$ cat config.mk
export PLATFORM = sky130hd
export DESIGN_NAME = rsd_decoder
export DESIGN_NICKNAME = d
export VERILOG_FILES = /design/src/rtl/rsd_pkg.sv /design/src/rtl/rsd_field_acc.sv /design/src/rtl/rsd_rec_cnt.sv /design/src/rtl/rsd_decoder.sv
export SDC_FILE = /design/constraint.sdc
export NUM_CORES = 1
export LEC_CHECK = 0
export CAP_MARGIN = 30
export CORE_MARGIN = 5
export CORE_UTILIZATION = 40
export DETAILED_ROUTE_END_ITERATION = 6
export PLACE_DENSITY = 0.58
export SLEW_MARGIN = 20
export SYNTH_ARGS = -nofsm -noshare
export SYNTH_HDL_FRONTEND = slang
export SYNTH_SLANG_ARGS = --single-unit
$ cat constraint.sdc
create_clock -name clk -period 3.5 [get_ports clk]
set_input_delay 0.7 -clock clk [delete_from_list [all_inputs] [get_ports clk]]
set_output_delay 0.7 -clock clk [all_outputs]
set_load 0.02 [all_outputs]
$ cat src/rtl/rsd_pkg.sv
package rsd_pkg;

    typedef enum logic [2:0] {
        ST_IDLE,
        ST_COND,
        ST_CNT,
        ST_ADDR,
        ST_RES
    } rsd_state_e;

    typedef enum logic [1:0] {
        FC_CLEAN   = 2'b00,
        FC_REPAIR  = 2'b01,
        FC_ILLEGAL = 2'b10,
        FC_BAD     = 2'b11
    } fc_e;

    localparam int COND_BITS = 2;

    function automatic int max_of(input int a, input int b);
        return (a > b) ? a : b;
    endfunction

endpackage

$ cat src/rtl/rsd_field_acc.sv
// Shifts one field in MSB first and flags the bit that completes it.
module rsd_field_acc #(
    parameter int SH_W  = 5,
    parameter int LEN_W = 3
) (
    input  logic              clk,
    input  logic              rst,
    input  logic              clr,
    input  logic              shift,
    input  logic              bit_i,
    input  logic [LEN_W-1:0]  len,
    output logic              fld_done,
    output logic [SH_W-1:0]   fld_val
);
    logic [SH_W-1:0]  sh_q;
    logic [LEN_W-1:0] idx_q;

    always_comb begin
        fld_done = shift && (idx_q == len - 1'b1);
        fld_val  = {sh_q[SH_W-2:0], bit_i};
    end

    always_ff @(posedge clk) begin
        if (rst || clr || fld_done) begin
            sh_q  <= '0;
            idx_q <= '0;
        end else if (shift) begin
            sh_q  <= {sh_q[SH_W-2:0], bit_i};
            idx_q <= idx_q + 1'b1;
        end
    end
endmodule

$ cat src/rtl/rsd_rec_cnt.sv
// Counts down the records still expected in a frame.
module rsd_rec_cnt #(
    parameter int CNT_W = 4
) (
    input  logic             clk,
    input  logic             rst,
    input  logic             load,
    input  logic [CNT_W-1:0] load_val,
    input  logic             dec,
    output logic             last
);
    logic [CNT_W-1:0] rem_q;

    assign last = (rem_q == CNT_W'(1));

    always_ff @(posedge clk) begin
        if (rst)       rem_q <= '0;
        else if (load) rem_q <= load_val;
        else if (dec)  rem_q <= rem_q - 1'b1;
    end
endmodule

$ cat src/rtl/rsd_decoder.sv
module rsd_decoder
    import rsd_pkg::*;
#(
    parameter int CNT_W  = 4,
    parameter int ADDR_W = 3,
    parameter int RES_W  = 5
) (
    input  logic              clk,
    input  logic              rst,
    input  logic              frame_start,
    input  logic              bit_vld,
    input  logic              bit_dat,
    output logic              busy,
    output logic              rec_valid,
    output logic [ADDR_W-1:0] rec_addr,
    output logic [RES_W-1:0]  rec_res,
    output logic              done,
    output logic              err,
    output logic [1:0]        verdict
);
    localparam int SH_W  = max_of(max_of(COND_BITS, CNT_W), max_of(max_of(ADDR_W, RES_W), 2));
    localparam int LEN_W = $clog2(SH_W + 1);

    rsd_state_e        state_q;
    logic              take;
    logic [LEN_W-1:0]  fld_len;
    logic              fld_done;
    logic [SH_W-1:0]   fld_val;
    logic              cnt_load;
    logic              cnt_dec;
    logic              cnt_last;
    logic [ADDR_W-1:0] addr_q;
    fc_e               fc;

    always_comb begin
        take = bit_vld && !frame_start && (state_q != ST_IDLE);
        unique case (state_q)
            ST_COND: fld_len = LEN_W'(COND_BITS);
            ST_CNT:  fld_len = LEN_W'(CNT_W);
            ST_ADDR: fld_len = LEN_W'(ADDR_W);
            ST_RES:  fld_len = LEN_W'(RES_W);
            default: fld_len = LEN_W'(1);
        endcase
        fc       = fc_e'(fld_val[1:0]);
        cnt_load = fld_done && (state_q == ST_CNT);
        cnt_dec  = fld_done && (state_q == ST_RES);
        busy     = (state_q != ST_IDLE);
    end

    rsd_field_acc #(.SH_W(SH_W), .LEN_W(LEN_W)) u_acc (
        .clk      (clk),
        .rst      (rst),
        .clr      (frame_start),
        .shift    (take),
        .bit_i    (bit_dat),
        .len      (fld_len),
        .fld_done (fld_done),
        .fld_val  (fld_val)
    );

    rsd_rec_cnt #(.CNT_W(CNT_W)) u_cnt (
        .clk      (clk),
        .rst      (rst),
        .load     (cnt_load),
        .load_val (fld_val[CNT_W-1:0]),
        .dec      (cnt_dec),
        .last     (cnt_last)
    );

    always_ff @(posedge clk) begin
        if (rst) begin
            state_q   <= ST_IDLE;
            rec_valid <= 1'b0;
            rec_addr  <= '0;
            rec_res   <= '0;
            addr_q    <= '0;
            done      <= 1'b0;
            err       <= 1'b0;
            verdict   <= FC_CLEAN;
        end else begin
            rec_valid <= 1'b0;
            done      <= 1'b0;
            err       <= 1'b0;
            if (frame_start) begin
                state_q <= ST_COND;
            end else if (fld_done) begin
                unique case (state_q)
                    ST_COND: begin
                        unique case (fc)
                            FC_CLEAN, FC_BAD: begin
                                done    <= 1'b1;
                                verdict <= fc;
                                state_q <= ST_IDLE;
                            end
                            FC_ILLEGAL: begin
                                err     <= 1'b1;
                                state_q <= ST_IDLE;
                            end
                            default: state_q <= ST_CNT;
                        endcase
                    end
                    ST_CNT: begin
                        if (fld_val[CNT_W-1:0] == '0) begin
                            err     <= 1'b1;
                            state_q <= ST_IDLE;
                        end else begin
                            state_q <= ST_ADDR;
                        end
                    end
                    ST_ADDR: begin
                        addr_q  <= fld_val[ADDR_W-1:0];
                        state_q <= ST_RES;
                    end
                    ST_RES: begin
                        rec_valid <= 1'b1;
                        rec_addr  <= addr_q;
                        rec_res   <= fld_val[RES_W-1:0];
                        if (cnt_last) begin
                            done    <= 1'b1;
                            verdict <= FC_REPAIR;
                            state_q <= ST_IDLE;
                        end else begin
                            state_q <= ST_ADDR;
                        end
                    end
                    default: state_q <= ST_IDLE;
                endcase
            end
        end
    end
endmodule

# --- After elaboration in Yosys (flattened, before gate mapping) ---
# Index checks and enable logic that the tools add are counted.
# Widths: inputs -> output; s select.
word_totals:
  reg_bits: 30
  latch_bits: 0
  ramBits: 0
  romBits: 0
  inputBits: 5
  memories: 0
classes:
  addsub: 3
  n_mul: 0
  div: 0
  order_cmp: 0
  eq_ne: 10
  shifts: 0
  muxes: 19
  bitwise_logic: 2
  n_reduce_logical: 21
op_table:
  columns: ["cell", "n"]
  rows:
  - ["$pmux 3 s4", 2]
  - ["$mux 2", 5]
  - ["$mux 4", 2]
  - ["$mux 1", 7]
  - ["$eq 3x2->1 const B", 2]
  - ["$reduce_and 3->1", 2]
  - ["$reduce_bool 2->1", 3]
  - ["$reduce_or 3->1", 2]
  - ["$logic_and 1x1->1", 5]
  - ["$reduce_and 5->1", 1]
  - ["$eq 2x2->1 const B", 2]
  - ["$eq 4x1->1 const B", 1]
  - ["$logic_not 4->1", 1]
  - ["$pmux 1 s2", 2]
  - ["$pmux 2 s2", 1]
  - ["$reduce_or 2->1", 2]
  - ["$sub 4x1->4 const B", 1]
  - ["$add 3x1->3 const B", 1]
  - ["$eq 3x1->1 const B", 1]
  - ["$eq 3x3->1", 1]
  - ["$eq 3x3->1 const B", 1]
  - ["$reduce_bool 3->1", 1]
  - ["$sub 3x1->3 const B", 1]
  - ["$logic_not 2->1", 1]
  - ["other kinds (5)", 7]

# --- Depth between registers and ports, before layout ---
depth:
  depth_word: 8
  ltp_mapped: 10
  depth_no_buf: 9

# --- By module ---
# A second synthesis with hierarchy kept.
hier_totals:
  cells_unflattened: 179
  area_unflattened_um2: 1585.3
by_module_without_submodules:
  columns: ["mod", "instances", "cells_per_inst", "area_per_inst_um2"]
  rows:
  - ["rsd_decoder", 1, 118, 992.2]
  - ["rsd_field_acc", 1, 34, 346.6]
  - ["rsd_rec_cnt", 1, 27, 246.5]

# --- Least setup slack after synthesis ---
# No wires, ideal clock.
synth_path:
  kind: "reg-to-reg"
  start: "register state_q[0]"
  end: "register u_cnt.rem_q[3]"
  setup_ps: 117
  t_arrival_ps: 2425
  setup_slack_ps: 957
  path_stages_with_launch: 11
  n_path_buf: 1
  synth_period_minus_slack_ps: 2543
  cell_sequence: "dfxtp_1 -> buf_6 -> xnor2_1 -> nor2_1 -> ha_1 -> xor2_2 -> nand4b_4 -> or4_4 -> a21oi_4 -> o21ai_1 -> a32o_1"
synth_via:
  elab_chain_cells: 7
  elab_cells_between_ends: 14
  classes_between: "1 x add/sub; 5 x eq/ne; 2 x mux; 6 x reduce/logical"
synth_rtl:
  columns: ["element", "line", "text"]
  rows:
  - ["start: declaration", "rsd_decoder.sv:24", "rsd_state_e state_q;"]
  - ["start signal: assignment", "rsd_decoder.sv:72", "state_q <= ST_IDLE;"]
  - ["start signal: assignment", "rsd_decoder.sv:85", "state_q <= ST_COND;"]
  - ["start signal: assignment", "rsd_decoder.sv:93", "state_q <= ST_IDLE;"]
  - ["$eq 3x3->1, or another cell as far along", "rsd_decoder.sv:37, rsd_decoder.sv:46", null]
  - ["$pmux 3 s4", "rsd_decoder.sv:37", "unique case (state_q)"]
  - ["$sub 3x1->3", "rsd_field_acc.sv:19", "fld_done = shift && (idx_q == len - 1'b1);"]
  - ["$eq 3x3->1", "rsd_field_acc.sv:19", null]
  - ["$logic_and 1x1->1", "rsd_field_acc.sv:19", null]
  - ["$logic_and 1x1->1 (on tied branches)", "rsd_decoder.sv:45, rsd_decoder.sv:46", null]
  - ["$mux 4 / $reduce_bool 2->1 (equally long branches)", null, null]
  - ["end signal: assignment", "rsd_rec_cnt.sv:18", "else if (load) rem_q <= load_val;"]
  - ["end signal: assignment", "rsd_rec_cnt.sv:19", "else if (dec) rem_q <= rem_q - 1'b1;"]
  - ["end: declaration", "rsd_rec_cnt.sv:12", "logic [CNT_W-1:0] rem_q;"]
# Several ways; a longest one is shown, not always the timed one.
# A chain may end at the register's enable or synchronous reset.

# --- Worst setup path after layout ---
layout_path:
  start: "register state_q[0]"
  end: "register rec_res[0]"
layout_via:
  elab_chain_cells: 6
  elab_cells_between_ends: 11
  classes_between: "1 x add/sub; 5 x eq/ne; 1 x mux; 4 x reduce/logical"
layout_rtl:
  columns: ["element", "line", "text"]
  rows:
  - ["$eq 3x3->1, or another cell as far along", "rsd_decoder.sv:37, rsd_decoder.sv:87", null]
  - ["$pmux 3 s4", "rsd_decoder.sv:37", null]
  - ["$sub 3x1->3", "rsd_field_acc.sv:19", null]
  - ["$eq 3x3->1", "rsd_field_acc.sv:19", null]
  - ["$logic_and 1x1->1", "rsd_field_acc.sv:19", null]
  - ["$reduce_and 3->1 (no line) *", null, null]
  - ["end signal: assignment", "rsd_decoder.sv:117", "rec_res <= fld_val[RES_W-1:0];"]
  - ["end: declaration", "rsd_decoder.sv:16", "output logic [RES_W-1:0] rec_res,"]
# Mark *: on every way between the ends. The rest lies on a longest branch, timed or not.

==> run summary <==
Number of unique standard cell types used by synthesis -> 50
Net count, final -> 203
Share of the cycle needed by the critical path after routing -> 82.9%
Area added between synthesis and finish -> 19.3%
Clock-pin transition on the worst setup and hold timing paths -> 70 ps
Number of setup buffers added after CTS -> 0
Number of standard cells after synthesis -> 171
Iteration count of the initial detailed-routing pass -> 7
Count of antenna-violating nets left after detailed routing -> 0
Post-detailed-route DRC marker count -> 0
Met2 usage -> 24.3%
CTS sink cnt -> 30
Clock skew -> 8.05 ps
Result of the run -> finished clean
FP Rows -> 23
Hold Buf Count CTS -> 0
Number of H-tree levels -> 2
Leading cell types by total area after synthesis -> dfxtp_1 37%, mux2i_1 9.8%, nor2_1 6.5%
Slew at the pin closest to its max-slew limit -> 640 ps
Setup CP Type -> register to register
CTS Root Buffer Type -> clkbuf_8
Number of synthesized flops with an enable pin -> 0
Share of cells above drive strength 1 -> 14.6%
Final weighted congestion in routability-driven placement -> 0.852
Top achievable clock speed -> 344 MHz
First-pass GRT wire length -> 6.13 mm
Met1 Track Usage GR -> 18.0%
TritonCTS Buffers -> 5
Crit path capture type -> register
Seq/Total Area, Yosys -> 36.9%
Maximum vdd ir drop -> 0.248 mV
Setup TNS after final layout -> 0 ps
Hpwl dp -> 2.69 mm
Violation count after the first detailed-routing iteration -> 126
Port-buffer cells -> 18
GRT Resource Usage Total -> 14.9%
TritonCTS clock tree -> done
Width of the chip -> 73.8 um
Area of the die -> 0.00544 mm^2
Met3 Use GR -> 4.79%
Most crowded layer after global routing -> met2
Mapped Area -> 0.00163 mm^2
Power per unit of standard cell area -> 364 mW/mm^2
Via count of the first global-routing pass -> 1309
Number of placed I/O pins -> 19
Net count after synthesis -> 183
Max capacitance violation total -> 0
Unrepaired setup endpoints after global routing -> no
Max Root-Sink Buffers -> 2
Classification of the worst-slack hold path -> register to register
Post-cts sizing count -> 0
Count of fill cells added during filler insertion -> 374
Critical path arrival -> 3070 ps
Synthesized area divided by synthesized cell count -> 9.51 um^2
Core Area -> 0.00397 mm^2
Most numerous cell in the Yosys netlist -> dfxtp_1
Number of endpoints with negative hold slack in the final report -> 0
Y dimension of the die -> 73.8 um
Slew margin rel. -> 57.0%
Synth async-reset ratio -> 0%
Number of synthesis warnings -> 0
Final Max Slew Viols -> 0
Pin count of the biggest net entering global routing -> 21
Type of element launching the critical path -> register
Total wire length -> 3.69 mm
Cell type with the highest aggregate area in the netlist -> dfxtp_1
Number of setup violations in the final report -> 0
Vias post-DR -> 1296
Total congestion overflow after global routing -> 0
Antenna violations before repair -> 0
Required time reported for the critical path endpoint -> 3660 ps
Effective utilization at floorplan -> 41.0%
Maximum fanout encountered on the critical timing path -> 16
Top_reg_cell synth -> dfxtp_1
Total chip power -> 0.000707 W
Leakage power -> 0.641 nW
Share of Yosys cell area claimed by the top area cell type -> 36.9%
Post-route minimum period -> 2900 ps
Number of antenna repair diodes -> 0
Register bit total from synthesis -> 30
Routed length per instance -> 15.3 um
Insertion delay to the later sink of the worst-skew pair -> 280 ps
Vias per Instance -> 5.36
Commonest cells post-synth -> 30 x dfxtp_1, 28 x nor2_1, 16 x mux2i_1, 10 x inv_1
[worst paths after layout]
check / from / end / slack (ps) / cells past startpoint
setup / recovery: state_q[0] / rec_res[0] / 600 / 9
hold / removal: rec_res[1] / rec_res[1] / 500 / 2
setup reg to reg: state_q[0] / rec_res[0] / 600 / 9
hold reg to reg: rec_res[1] / rec_res[1] / 500 / 2
[final cells by class]
type	instances	area, um^2	share of cell area [%]
inverters	11	41.3	2.13
clock buffers	6	82.6	4.26
flip-flops and latches	30	601	30.9
multi-input cells	123	946	48.7
clock inverters	2	12.5	0.645
repair buffers	20	195	10.1
well taps	50	62.6	3.22
[report_power, final]
part	switching, W	leakage, nW	internal [W]
logic	0.0000404	0.352	0.0000272
clock network	0.000133	0.0472	0.000158
registers	0.00000571	0.242	0.000343
total	0.000179	0.641	0.000528
[per-stage QoR]
step | setup WS [ps] | area (um^2) | util [%] | instances | hold WS [ps]
final | 597 | 1940 | 48.9 | 242 | 498
after global routing | 376 | 1940 | 48.9 | 242 | 534
after CTS | 578 | 1940 | 48.9 | 242 | 505
after detailed placement | 615 | 1850 | 46.5 | 234 | 484
after global placement | 678 | 1850 | 46.5 | 234 | 482
after floorplan | 957 | 1630 | - | 171 | 460
[cells in the final DEF (no fill, tap or decap), types with 3 or more instances in the layout]
cell type	n
dfxtp_1	30
nor2_1	28
clkdlybuf4s50_1	18
mux2i_1	16
inv_1	10
nor3_1	7
ha_1	7
a21oi_1	6
clkbuf_8	6
nor3b_1	5
nand2_1	5
xnor2_1	4
a31oi_1	3
nand3_1	3
[cell families after synthesis]
group	share of synthesized area, %
DFF	36.9
muxes	9.85
xor gates and xnor gates	4.23
buffers and inverters	4.92
AOI/OAI and AO/OA	17.6
adders and majority gates	5.38
and+or+nand+nor	21.1
[sequential cells by signal (all words and copies together), names as in the netlist]
register and cells:
addr_q 3, rec_valid 1, verdict 2, u_acc.idx_q 3, rec_res 5, state_q 3
err 1, u_cnt.rem_q 4, done 1, rec_addr 3, u_acc.sh_q 4
[per-layer routing]
layer | vias up | wire (um)
li1 | 643 | -
met1 | 611 | 1650
met2 | 38 | 1790
met3 | 4 | 212
met4 | 0 | 44
met5 | - | 0
[worst max-delay path: stages (launching register included)]
cell	delay, ps
dfxtp_1	670
xnor2_1	180
nor2_1	70
ha_1	250
xor2_1	220
a211oi_2	330
o21ai_4	170
a211oi_4	580
mux2i_1	270
nor2_1	60
(Power assumes the default switching activity.)
